`src/rtl/irq_entry_pkg.sv`:
```
package irq_entry_pkg;

    localparam int VEC_W = 8;
    localparam int RET_W = 24;

    typedef enum logic [1:0] {
        ST_IDLE = 2'd0,
        ST_PUSH = 2'd1,
        ST_LOAD = 2'd2
    } seq_state_e;

    typedef struct packed {
        logic [RET_W-1:0] ret;
        logic [VEC_W-1:0] vec;
        logic [1:0]       last_k;
        logic             long_slot;
    } entry_req_t;

    // index of the final byte to push, derived from the width strap
    function automatic logic [1:0] last_byte_index(input logic [1:0] strap);
        logic [1:0] r;
        case (strap)
            2'd3:    r = 2'd2;
            2'd2:    r = 2'd1;
            default: r = 2'd0;
        endcase
        return r;
    endfunction

    function automatic logic [7:0] ret_byte(input logic [RET_W-1:0] ret,
                                            input logic [1:0] k);
        logic [7:0] b;
        case (k)
            2'd0:    b = ret[7:0];
            2'd1:    b = ret[15:8];
            default: b = ret[23:16];
        endcase
        return b;
    endfunction

endpackage

```
`src/rtl/irq_pick.sv`:
```
module irq_pick #(
    parameter int NSRC  = 64,
    parameter int IDX_W = 6
) (
    input  logic [NSRC-1:0]  pend_i,
    output logic             any_o,
    output logic [IDX_W-1:0] idx_o
);

    logic [NSRC:0]   below;
    logic [NSRC-1:0] first_oh;

    assign below[0] = 1'b0;

    generate
        for (genvar i = 0; i < NSRC; i++) begin : g_chain
            assign first_oh[i]  = pend_i[i] & ~below[i];
            assign below[i + 1] = below[i] | pend_i[i];
        end
    endgenerate

    always_comb begin
        idx_o = '0;
        for (int i = 0; i < NSRC; i++) begin
            if (first_oh[i]) idx_o = idx_o | IDX_W'(i);
        end
    end

    assign any_o = below[NSRC];

endmodule

```
`src/rtl/irq_pend_reg.sv`:
```
module irq_pend_reg #(
    parameter int NSRC  = 64,
    parameter int IDX_W = 6
) (
    input  logic             clk,
    input  logic             rst,
    input  logic [NSRC-1:0]  set_i,
    input  logic             clr_en_i,
    input  logic [IDX_W-1:0] clr_idx_i,
    output logic [NSRC-1:0]  pend_o
);

    logic [NSRC-1:0] pend_q;
    logic [NSRC-1:0] clr_mask;

    always_comb begin
        clr_mask = '0;
        if (clr_en_i) clr_mask[clr_idx_i] = 1'b1;
    end

    always_ff @(posedge clk) begin
        if (rst) pend_q <= '0;
        else     pend_q <= (pend_q & ~clr_mask) | set_i;
    end

    assign pend_o = pend_q;

    // a serviced bit is gone next cycle unless re-raised
    p_clear_r8: assert property (@(posedge clk) disable iff (rst)
        (clr_en_i && ((set_i & clr_mask) == '0)) |=> ((pend_o & $past(clr_mask)) == '0));

    // a raised bit is always held
    p_set_r8: assert property (@(posedge clk) disable iff (rst)
        (set_i != '0) |=> ((pend_o & $past(set_i)) == $past(set_i)));

endmodule

```
`src/rtl/irq_push_fsm.sv`:
```
module irq_push_fsm
    import irq_entry_pkg::*;
#(
    parameter int             PC_W    = 22,
    parameter int             SP_W    = 16,
    parameter logic [SP_W-1:0] SP_INIT = 16'h08FF
) (
    input  logic             clk,
    input  logic             rst,
    input  logic             start_i,
    input  entry_req_t       req_i,
    input  logic             sp_wr_i,
    input  logic [SP_W-1:0]  sp_wdata_i,
    output logic             busy_o,
    output logic             mem_we_o,
    output logic [SP_W-1:0]  mem_addr_o,
    output logic [7:0]       mem_wdata_o,
    output logic [SP_W-1:0]  sp_o,
    output logic             pc_load_o,
    output logic [PC_W-1:0]  new_pc_o,
    output logic             taken_o,
    output logic [VEC_W-1:0] taken_vec_o
);

    seq_state_e      state_q;
    entry_req_t      req_q;
    logic [1:0]      k_q;
    logic [SP_W-1:0] sp_q;
    logic            taken_q;

    always_ff @(posedge clk) begin
        if (rst) begin
            state_q <= ST_IDLE;
            req_q   <= '0;
            k_q     <= 2'd0;
            sp_q    <= SP_INIT;
            taken_q <= 1'b0;
        end else begin
            taken_q <= 1'b0;
            case (state_q)
                ST_IDLE: begin
                    if (start_i) begin
                        req_q   <= req_i;
                        k_q     <= 2'd0;
                        taken_q <= 1'b1;
                        state_q <= ST_PUSH;
                    end else if (sp_wr_i) begin
                        sp_q <= sp_wdata_i;
                    end
                end
                ST_PUSH: begin
                    sp_q <= sp_q - 1'b1;
                    k_q  <= k_q + 2'd1;
                    if (k_q == req_q.last_k) state_q <= ST_LOAD;
                end
                ST_LOAD: state_q <= ST_IDLE;
                default: state_q <= ST_IDLE;
            endcase
        end
    end

    assign busy_o      = (state_q != ST_IDLE);
    assign mem_we_o    = (state_q == ST_PUSH);
    assign mem_addr_o  = sp_q;
    assign mem_wdata_o = ret_byte(req_q.ret, k_q);
    assign sp_o        = sp_q;
    assign pc_load_o   = (state_q == ST_LOAD);
    assign new_pc_o    = req_q.long_slot ? PC_W'({req_q.vec, 1'b0}) : PC_W'(req_q.vec);
    assign taken_o     = taken_q;
    assign taken_vec_o = req_q.vec;

    // every pushed byte moves the pointer down by one
    p_sp_step_r6: assert property (@(posedge clk) disable iff (rst)
        mem_we_o |=> (sp_o == $past(sp_o) - 1'b1));

    // the load cycle ends the sequence
    p_load_exit_r4: assert property (@(posedge clk) disable iff (rst)
        pc_load_o |=> !busy_o);

    // the taken pulse coincides with the first byte write
    p_taken_first_r9: assert property (@(posedge clk) disable iff (rst)
        taken_o |-> (mem_we_o && (k_q == 2'd0)));

endmodule

```
`src/rtl/irq_entry_seq.sv`:
```
module irq_entry_seq
    import irq_entry_pkg::*;
#(
    parameter int              NSRC    = 64,
    parameter int              PC_W    = 22,
    parameter int              SP_W    = 16,
    parameter logic [SP_W-1:0] SP_INIT = 16'h08FF
) (
    input  logic             clk,
    input  logic             rst,
    input  logic             reset_req_i,
    input  logic [NSRC-1:0]  pend_set_i,
    input  logic             ie_wr_i,
    input  logic             ie_wdata_i,
    input  logic             skip_i,
    input  logic             long_vec_i,
    input  logic [1:0]       pc_bytes_i,
    input  logic [PC_W-1:0]  cur_pc_i,
    input  logic             sp_wr_i,
    input  logic [SP_W-1:0]  sp_wdata_i,
    output logic             mem_we_o,
    output logic [SP_W-1:0]  mem_addr_o,
    output logic [7:0]       mem_wdata_o,
    output logic [SP_W-1:0]  sp_o,
    output logic             pc_load_o,
    output logic [PC_W-1:0]  new_pc_o,
    output logic             ie_o,
    output logic [NSRC-1:0]  pend_o,
    output logic             hw_req_o,
    output logic             busy_o,
    output logic             taken_o,
    output logic [VEC_W-1:0] taken_vec_o
);

    localparam int IDX_W = (NSRC > 1) ? $clog2(NSRC) : 1;

    logic             ie_q;
    logic             rst_pend_q;
    logic             any_hw;
    logic [IDX_W-1:0] win_idx;
    logic             accept;
    logic             clr_en;
    entry_req_t       req;

    irq_pick #(.NSRC(NSRC), .IDX_W(IDX_W)) pick_i (
        .pend_i (pend_o),
        .any_o  (any_hw),
        .idx_o  (win_idx)
    );

    irq_pend_reg #(.NSRC(NSRC), .IDX_W(IDX_W)) pend_i (
        .clk       (clk),
        .rst       (rst),
        .set_i     (pend_set_i),
        .clr_en_i  (clr_en),
        .clr_idx_i (win_idx),
        .pend_o    (pend_o)
    );

    assign accept = !busy_o && !skip_i && ie_q && (rst_pend_q || any_hw);
    assign clr_en = accept && !rst_pend_q;

    always_comb begin
        req.ret       = RET_W'(cur_pc_i);
        req.vec       = rst_pend_q ? '0 : (VEC_W'(win_idx) + VEC_W'(1));
        req.last_k    = last_byte_index(pc_bytes_i);
        req.long_slot = long_vec_i;
    end

    always_ff @(posedge clk) begin
        if (rst) begin
            ie_q       <= 1'b0;
            rst_pend_q <= 1'b0;
        end else begin
            rst_pend_q <= (rst_pend_q && !accept) || reset_req_i;
            if (accept)                  ie_q <= 1'b0;
            else if (ie_wr_i && !busy_o) ie_q <= ie_wdata_i;
        end
    end

    irq_push_fsm #(.PC_W(PC_W), .SP_W(SP_W), .SP_INIT(SP_INIT)) fsm_i (
        .clk         (clk),
        .rst         (rst),
        .start_i     (accept),
        .req_i       (req),
        .sp_wr_i     (sp_wr_i),
        .sp_wdata_i  (sp_wdata_i),
        .busy_o      (busy_o),
        .mem_we_o    (mem_we_o),
        .mem_addr_o  (mem_addr_o),
        .mem_wdata_o (mem_wdata_o),
        .sp_o        (sp_o),
        .pc_load_o   (pc_load_o),
        .new_pc_o    (new_pc_o),
        .taken_o     (taken_o),
        .taken_vec_o (taken_vec_o)
    );

    assign ie_o     = ie_q;
    assign hw_req_o = any_hw;

    // a pending skip forbids acceptance
    p_skip_hold_r1: assert property (@(posedge clk) disable iff (rst)
        skip_i |=> !taken_o);

    // no entry without the enable flag
    p_ie_gate_r2: assert property (@(posedge clk) disable iff (rst)
        !ie_o |=> !taken_o);

    // a latched reset request wins with vector 0
    p_reset_first_r2: assert property (@(posedge clk) disable iff (rst)
        (accept && rst_pend_q) |=> (taken_vec_o == '0));

    // enable flag is low once an entry has been reported
    p_ie_clear_r7: assert property (@(posedge clk) disable iff (rst)
        taken_o |-> !ie_o);

    // no second entry while the sequence is running
    p_no_reentry_r9: assert property (@(posedge clk) disable iff (rst)
        (busy_o && !pc_load_o) |=> !taken_o);

endmodule

```
`config.mk`:
```
export PLATFORM = sky130hd
export DESIGN_NAME = irq_entry_seq
export DESIGN_NICKNAME = d
export VERILOG_FILES = /design/src/rtl/irq_entry_pkg.sv /design/src/rtl/irq_pick.sv /design/src/rtl/irq_pend_reg.sv /design/src/rtl/irq_push_fsm.sv /design/src/rtl/irq_entry_seq.sv
export SDC_FILE = /design/constraint.sdc
export NUM_CORES = 1
export LEC_CHECK = 0
export ABC_AREA = 1
export BUFFER_PORTS_ARGS = -buffer_cell sky130_fd_sc_hd__buf_2
export CAP_MARGIN = 20
export CORE_UTILIZATION = 30
export CTS_CLUSTER_SIZE = 10
export DETAILED_ROUTE_END_ITERATION = 12
export GPL_ROUTABILITY_DRIVEN = 0
export GPL_TIMING_DRIVEN = 0
export PLACE_DENSITY = 0.59
export REMOVE_ABC_BUFFERS = 1
export SLEW_MARGIN = 20
export SYNTH_ARGS = -nofsm -noshare
export SYNTH_HDL_FRONTEND = slang
export SYNTH_SLANG_ARGS = --single-unit
```
`constraint.sdc`:
```
create_clock -name clk -period 9.5 [get_ports clk]
set_clock_uncertainty 0.05 [all_clocks]
set_input_delay 1.425 -clock clk [delete_from_list [all_inputs] [get_ports clk]]
set_output_delay 1.425 -clock clk [all_outputs]
set_load 0.005 [all_outputs]
```
==> impl_metrics.py, run 1 <==
metrics = {
    "power": {
        "power.share.combinational_pct": 14.1,
        "power.clock.fraction_pct": 45.3,
        "power_switching_mw": 0.402,
        "switching_share_pct": 28.6,
        "sequentialPowerShare_pct": 40.6,
        "pd_cells_nw_per_um2": 165,
        "internal_power_mw": 1.00,
        "ir_worst_vdd_mv": 0.0933,
        "power.leakage_nw": 4.21,
        "totalPowerFinal_mw": 1.41,
    },
    "setup_path": {
        "worst_path_required_time_ns": 8.03,
        "end_kind": "output pin",
        "critical_path_startpoint_category": "register",
        "worst-r2r-setup-slack_ns": 4.65,
        "cp_data_arrival_time_ns": 4.16,
        "timing.setup.critical_path_class": "reg2out",
        "crit_path_max_fanout": 5,
    },
    "cells_and_area": {
        "layout.cell_area.non_filler_um2": 8540,
        "nets": 1302,
        "drive_above_1_share_pct": 25.9,
        "area_delta_synth_final_pct": 27.1,
        "fill_cell_count": 2376,
        "final_util_pct": 39.0,
        "most-common-layout-cells": "sky130_fd_sc_hd__buf_2, sky130_fd_sc_hd__inv_1, sky130_fd_sc_hd__nand2_1",
        "layout_commonest_cell": "sky130_fd_sc_hd__buf_2",
    },
    "grt": {
        "first_global_vias": 6285,
        "grt_max_degree": 55,
        "globalRoute.totalOverflow": 0,
        "grt_antenna_before_repair": 3,
        "grt_pass1_wl_mm": 30.8,
        "groute.usage.overall_pct": 17.2,
    },
    "synth": {
        "yosysTopAreaCell": "sky130_fd_sc_hd__dfxtp_1",
        "post_synth.cell_area_avg_um2": 6.88,
        "synth_ff_type": "sky130_fd_sc_hd__dfxtp_1",
        "synth_top_cells_by_area": "sky130_fd_sc_hd__dfxtp_1, sky130_fd_sc_hd__inv_1, sky130_fd_sc_hd__nand2_1, sky130_fd_sc_hd__a21oi_1, sky130_fd_sc_hd__nor2_1",
        "ys_seq_elements": 119,
        "synthesis.yosys.warnings": 0,
        "synth-edff-count": 0,
        "unique_cell_type_count_in_the_yosys_netlist": 44,
        "proportion_of_register_bits_with_asynchronous_set_or_reset_after_synthesis_pct": 0,
        "yosysSeqAreaShare_pct": 35.4,
        "synthesis.instances": 978,
        "netlist.area_leader.share_pct": 35.4,
        "netlist_area_um2": 6720,
    },
    "routing": {
        "post_drt_wl_per_cell_um": 13.4,
        "met2WireLength_mm": 9.35,
        "drtIter0Drc": 224,
        "avgViaCountPerCell": 4.63,
        "metal1_wirelength_mm": 9.36,
        "dr_total_vias": 6867,
        "drtPass1Iterations": 5,
        "antenna_violating_nets_post_route": 0,
        "detail_route.drc_violations": 0,
        "top_sig_layer": "met4",
        "drt-total-wl_mm": 19.9,
        "met3WireLength_um": 820,
    },
    "place": {
        "count_of_port_buffers_added_during_placement": 236,
        "post-dp-hpwl_mm": 15.3,
        "dpl_cell_area_um2": 7960,
    },
    "timing": {
        "max_freq_mhz": 178,
        "final-setup-viol-count": 0,
        "timing_worst_slew_pin_value_ns": 0.831,
        "rsz_0062_raised_after_global_routing": "false",
        "final_max_slew_viol_count": 0,
        "period_needed_ns": 5.63,
        "layout_worst_path_cycle_share_pct": 59.3,
        "setup_total_negative_slack_ns": 0,
        "timing.max_slew.rel_slack_pct": 44.5,
        "finalHoldViolations": 0,
    },
    "clocking": {
        "clkTransAtPathRegs_ns": 0.06,
        "clock_insertion_delay_worst_skew_ns": 0.41,
        "cts.root.buffer_cell": "sky130_fd_sc_hd__clkbuf_16",
        "holdBufCountCts": 0,
        "tritoncts_clock_tree": "built",
        "clock_sinks": 119,
        "cts_htree_levels": 4,
        "post_cts_buffers": 0,
        "cts-buffers-inserted": 17,
        "clk_path_buf_depth": 2,
        "cts-resized-gates": 0,
    },
    "floorplanning": {
        "fp.dieArea_um2": 23000,
        "chipHeight_um": 152,
        "die_w_um": 152,
        "placeable_core_region_um2": 21900,
        "initial_utilization_pct": 30.7,
        "boundaryPins": 252,
        "rows": 54,
    },
    "hold_path": {
        "worst_min_delay_path_category": "reg2reg",
    },
    "status": {
        "run_status": "completed",
    },
    "run": {
        "drv.max_cap_violation_count": 0,
    },
}
-- Yosys cell counts, types with 9 or more instances --
master,instances
sky130_fd_sc_hd__nand3_1,44
sky130_fd_sc_hd__inv_1,176
sky130_fd_sc_hd__buf_4,43
sky130_fd_sc_hd__nor2_4,11
sky130_fd_sc_hd__clkbuf_1,14
sky130_fd_sc_hd__a21oi_1,81
sky130_fd_sc_hd__nor4_1,9
sky130_fd_sc_hd__nor3_1,14
sky130_fd_sc_hd__a22o_1,12
sky130_fd_sc_hd__dfxtp_1,119
sky130_fd_sc_hd__o211ai_1,9
sky130_fd_sc_hd__o21ai_0,64
sky130_fd_sc_hd__nand2_1,137
sky130_fd_sc_hd__nand4_1,20
sky130_fd_sc_hd__o21ai_1,45
sky130_fd_sc_hd__nor2_1,102
-- registers in the layout (all words and copies together), names as in the netlist --
name	cells
fsm_i.k_q	2
fsm_i.mem_addr_o	16
fsm_i.req_q	25
fsm_i.state_q	2
fsm_i.taken_o	1
fsm_i.taken_vec_o	7
ie_o	1
pend_i.pend_o	64
rst_pend_q	1
-- area by class of cell --
type	count	area, um^2	area share [%]
multi-input combinational	629	3300	38.6
antenna	3	7.51	0.0879
inverter	181	684	8.01
clock inverter	14	151	1.77
clock buffer	18	429	5.02
sequential	119	2380	27.9
timing repair buffer	238	1240	14.5
tap	280	350	4.10
-- cells by family after synthesis --
| kind of cell | share of synthesized area, % |
|---|---|
| compound gates | 19.8 |
| xor+xnor | 0.651 |
| fa+ha+maj | 0.744 |
| buf+inv | 16.3 |
| flops | 35.4 |
| other cells | 0.0558 |
| simple gates | 27.0 |
-- per-layer routing --
metal | vias to the layer above | global-route usage [%]
li1 | 3586 | -
met1 | 3096 | 22.4
met2 | 164 | 27.8
met3 | 21 | 3.50
met4 | 0 | 6.44
met5 | - | 0
-- power by group through the flow --
stage / sequential [mW] / combinational (mW) / clock, mW
floorplan: 0.577 / 0.0990 / 0
global placement: 0.581 / 0.196 / 0
detailed placement: 0.581 / 0.200 / 0
CTS: 0.570 / 0.201 / 0.654
global route: 0.576 / 0.227 / 0.680
finish: 0.571 / 0.198 / 0.637
-- path summary, 6_finish.rpt --
kind	startpoint	to	cells after the start
setup / recovery	pend_i.pend_o[0]	hw_req_o	25
hold / removal	fsm_i.req_q[21]	fsm_i.req_q[21]	2
setup reg to reg	pend_i.pend_o[0]	pend_i.pend_o[63]	29
hold reg to reg	fsm_i.req_q[21]	fsm_i.req_q[21]	2
-- through the flow --
step	setup slack [ns]	hold WS (ns)	instances
finish	3.87	0.408	1482
global route	3.50	0.430	1482
CTS	3.79	0.412	1479
detailed placement	4.27	0.400	1447
global placement	4.20	0.397	1445
floorplan	4.90	0.385	929
-- worst max-delay path, cell delays in order (launching register included) --
cell	delay (ns)
sky130_fd_sc_hd__dfxtp_1	0.37
sky130_fd_sc_hd__nor2_2	0.18
sky130_fd_sc_hd__nand2_2	0.12
sky130_fd_sc_hd__nor2_4	0.15
sky130_fd_sc_hd__nand4_2	0.13
sky130_fd_sc_hd__nor2_4	0.18
sky130_fd_sc_hd__nand4_4	0.12
sky130_fd_sc_hd__nor2_4	0.17
sky130_fd_sc_hd__nand4_2	0.13
sky130_fd_sc_hd__nor2_4	0.16
sky130_fd_sc_hd__nand4_2	0.12
sky130_fd_sc_hd__nor2_4	0.15
sky130_fd_sc_hd__nand4_4	0.11
sky130_fd_sc_hd__nor2_4	0.14
sky130_fd_sc_hd__nand4_4	0.12
sky130_fd_sc_hd__nor2_4	0.15
sky130_fd_sc_hd__nand4_4	0.11
sky130_fd_sc_hd__nor2_4	0.14
sky130_fd_sc_hd__nand4_4	0.11
sky130_fd_sc_hd__nor2_4	0.15
sky130_fd_sc_hd__nand4_4	0.11
sky130_fd_sc_hd__nor2_4	0.17
sky130_fd_sc_hd__nand2_2	0.08
sky130_fd_sc_hd__nor2_4	0.12
sky130_fd_sc_hd__nand2_1	0.09
sky130_fd_sc_hd__buf_2	0.15
Note: power is estimated with default switching activity, not from simulation.
==> inputs of run 2 (changes only) <==
PLACE_DENSITY = 0.61   (was 0.59)
clock period = 4.6 ns   (was 9.5 ns; I/O delays follow)
==> run 2 against run 1 <==
Via count increased by 1.5%. Register-to-register slack got worse by 4.3 ns. Global-route usage increased by 0.18 points. Combinational power increased by 120%. Final area increased by 4.9%. Die area unchanged. Power increased by 120%. Count of clock-buffer cells in the layout increased by 1. Clock power increased by 140%. Routed wire length increased by 1.9%.
==> impl_metrics.py, run 2 (synthesis results as in run 1) <==
metrics = {
    "place": {
        "post-dp-hpwl_mm": 15.1,
        "dpl_cell_area_um2": 7960,
        "count_of_port_buffers_added_during_placement": 236,
        "dp_slack_ns": -0.379,
    },
    "timing": {
        "final-setup-viol-count": 0,
        "final_max_slew_viol_count": 0,
        "setup_total_negative_slack_ns": 0,
        "layout_worst_path_cycle_share_pct": 96.0,
        "finalHoldViolations": 0,
        "period_needed_ns": 4.42,
        "timing.max_slew.rel_slack_pct": 36.5,
        "max_freq_mhz": 226,
        "rsz_0062_raised_after_global_routing": "true",
        "setup_ws_ns": 0.182,
        "timing_worst_slew_pin_value_ns": 0.945,
    },
    "setup_path": {
        "timing.critical_path.from": "pend_i.pend_o[0]",
        "end_kind": "output pin",
        "timing.setup.critical_path_class": "reg2out",
        "critical_path_startpoint_category": "register",
        "worst_path_required_time_ns": 3.86,
        "crit_path_max_fanout": 5,
        "cp_data_arrival_time_ns": 3.68,
        "r2r_start": "pend_i.pend_o[5]",
    },
    "run": {
        "drv.max_cap_violation_count": 0,
    },
    "floorplanning": {
        "initial_utilization_pct": 30.7,
        "die_w_um": 152,
        "rows": 54,
        "chipHeight_um": 152,
        "boundaryPins": 252,
        "fp.dieArea_um2": 23000,
        "placeable_core_region_um2": 21900,
    },
    "cells_and_area": {
        "layout.cell_area.non_filler_um2": 8960,
        "largest_register_ff_count": 64,
        "fill_cell_count": 2337,
        "register_area_um2": 2390,
        "drive_above_1_share_pct": 29.1,
        "most-common-layout-cells": "sky130_fd_sc_hd__buf_2, sky130_fd_sc_hd__inv_1, sky130_fd_sc_hd__nand2_1",
        "layout_commonest_cell": "sky130_fd_sc_hd__buf_2",
        "multiInputGateArea_um2": 3420,
        "final_util_pct": 41.0,
        "area_delta_synth_final_pct": 33.3,
        "nets": 1326,
    },
    "routing": {
        "avgViaCountPerCell": 4.63,
        "antenna_violating_nets_post_route": 0,
        "dr_total_vias": 6972,
        "detail_route.drc_violations": 0,
        "drtIter0Drc": 351,
        "post_drt_wl_per_cell_um": 13.4,
        "drt-total-wl_mm": 20.2,
        "drtPass1Iterations": 6,
    },
    "clocking": {
        "clkTransAtPathRegs_ns": 0.05,
        "clock_insertion_delay_worst_skew_ns": 0.41,
        "clock_sinks": 119,
        "cts_htree_levels": 4,
        "tritoncts_clock_tree": "built",
        "cts-buffers-inserted": 17,
        "holdBufCountCts": 0,
        "cts.root.buffer_cell": "sky130_fd_sc_hd__clkbuf_16",
        "clk_path_buf_depth": 2,
    },
    "grt": {
        "grt_antenna_before_repair": 2,
        "globalRoute.totalOverflow": 0,
        "first_global_vias": 6442,
        "grt_pass1_wl_mm": 31.3,
        "grt_max_degree": 54,
        "groute.usage.overall_pct": 17.4,
    },
    "power": {
        "pd_cells_nw_per_um2": 351,
        "ir_worst_vdd_mv": 0.189,
        "totalPowerFinal_mw": 3.14,
        "power.leakage_nw": 4.40,
    },
    "hold_path": {
        "worst_min_delay_path_category": "reg2reg",
        "holdCritStartpoint": "fsm_i.req_q[20]",
    },
    "status": {
        "run_status": "completed",
    },
}
[run 2: changes by cell type in the layout (fill, tap and decap cells not counted), moves of 4 or more]
cell / before / now
sky130_fd_sc_hd__nand2_1: 137 / 133
sky130_fd_sc_hd__buf_4: 1 / 25
sky130_fd_sc_hd__bufinv_16: 2 / 6
sky130_fd_sc_hd__dfxtp_1: 119 / 115
sky130_fd_sc_hd__nor2_2: 3 / 8
sky130_fd_sc_hd__nor2_1: 101 / 94
sky130_fd_sc_hd__nand2_2: 3 / 7
[run 2: repair_timing]
item,in CTS,in global routing
setup buffers,18,6
endpoints found under the setup margin,65,117
gates resized for setup,11,24
pin swaps,15,17
[run 2: worst paths after layout]
path / to / slack, ns / depth (start not counted)
hold reg to reg: fsm_i.req_q[20] / 0.41 / 2
setup reg to reg: fsm_i.taken_vec_o[4] / 0.36 / 24
hold / removal: fsm_i.req_q[20] / 0.41 / 2
setup / recovery: hw_req_o / 0.18 / 25
[run 2: where the power goes]
part	internal [mW]	switching, mW	total (mW)
sequential	1.10	0.0783	1.18
clock	1.04	0.494	1.54
combinational	0.180	0.247	0.427
[run 2: layout make-up]
| type | instances | area share, % |
|---|---|---|
| Multi-Input combinational cell | 629 | 38.2 |
| Sequential cell | 119 | 26.7 |
| Timing Repair Buffer | 262 | 15.9 |
| Inverter | 181 | 7.72 |
| Clock buffer | 19 | 5.05 |
| Tap cell | 280 | 3.91 |
| Clock inverter | 12 | 2.48 |
| Antenna cell | 3 | 0.0837 |
[run 2: worst max-delay path, stage by stage, from the launching register on]
cell                      delay [ns]
sky130_fd_sc_hd__dfxtp_4        0.37
sky130_fd_sc_hd__nor2_4         0.13
sky130_fd_sc_hd__nand2_2        0.08
sky130_fd_sc_hd__nor2_4         0.15
sky130_fd_sc_hd__nand4_4        0.11
sky130_fd_sc_hd__nor2_4         0.13
sky130_fd_sc_hd__nand4_4        0.11
sky130_fd_sc_hd__nor2_4         0.14
sky130_fd_sc_hd__nand4_4        0.10
sky130_fd_sc_hd__nor2_4         0.15
sky130_fd_sc_hd__nand4_4        0.10
sky130_fd_sc_hd__nor2_4         0.14
sky130_fd_sc_hd__nand4_4        0.11
sky130_fd_sc_hd__nor2_4         0.13
sky130_fd_sc_hd__nand4_4        0.10
sky130_fd_sc_hd__nor2_4         0.13
sky130_fd_sc_hd__nand4_4        0.10
sky130_fd_sc_hd__nor2_4         0.13
sky130_fd_sc_hd__nand4_4        0.10
sky130_fd_sc_hd__nor2_4         0.13
sky130_fd_sc_hd__nand4_4        0.10
sky130_fd_sc_hd__nor2_4         0.12
sky130_fd_sc_hd__nand2_2        0.07
sky130_fd_sc_hd__nor2_4         0.11
sky130_fd_sc_hd__nand2_2        0.10
sky130_fd_sc_hd__buf_6          0.13
[run 2: per-stage QoR]
step,std cells,hold WS [ns]
6_report,1505,0.407
5_1_grt,1504,0.417
4_1_cts,1496,0.409
3_5_place_dp,1447,0.398
3_3_place_gp,1445,0.396
2_1_floorplan,929,0.385
[run 2: layer usage]
metal / vias to the layer above / GRT usage, % / part of all wire [%]
li1: 3628 / - / -
met1: 3160 / 22.2 / 46
met4: 0 / 7.57 / 1.7
met3: 19 / 2.96 / 3.8
met5: - / 0 / 0
met2: 165 / 28.6 / 49
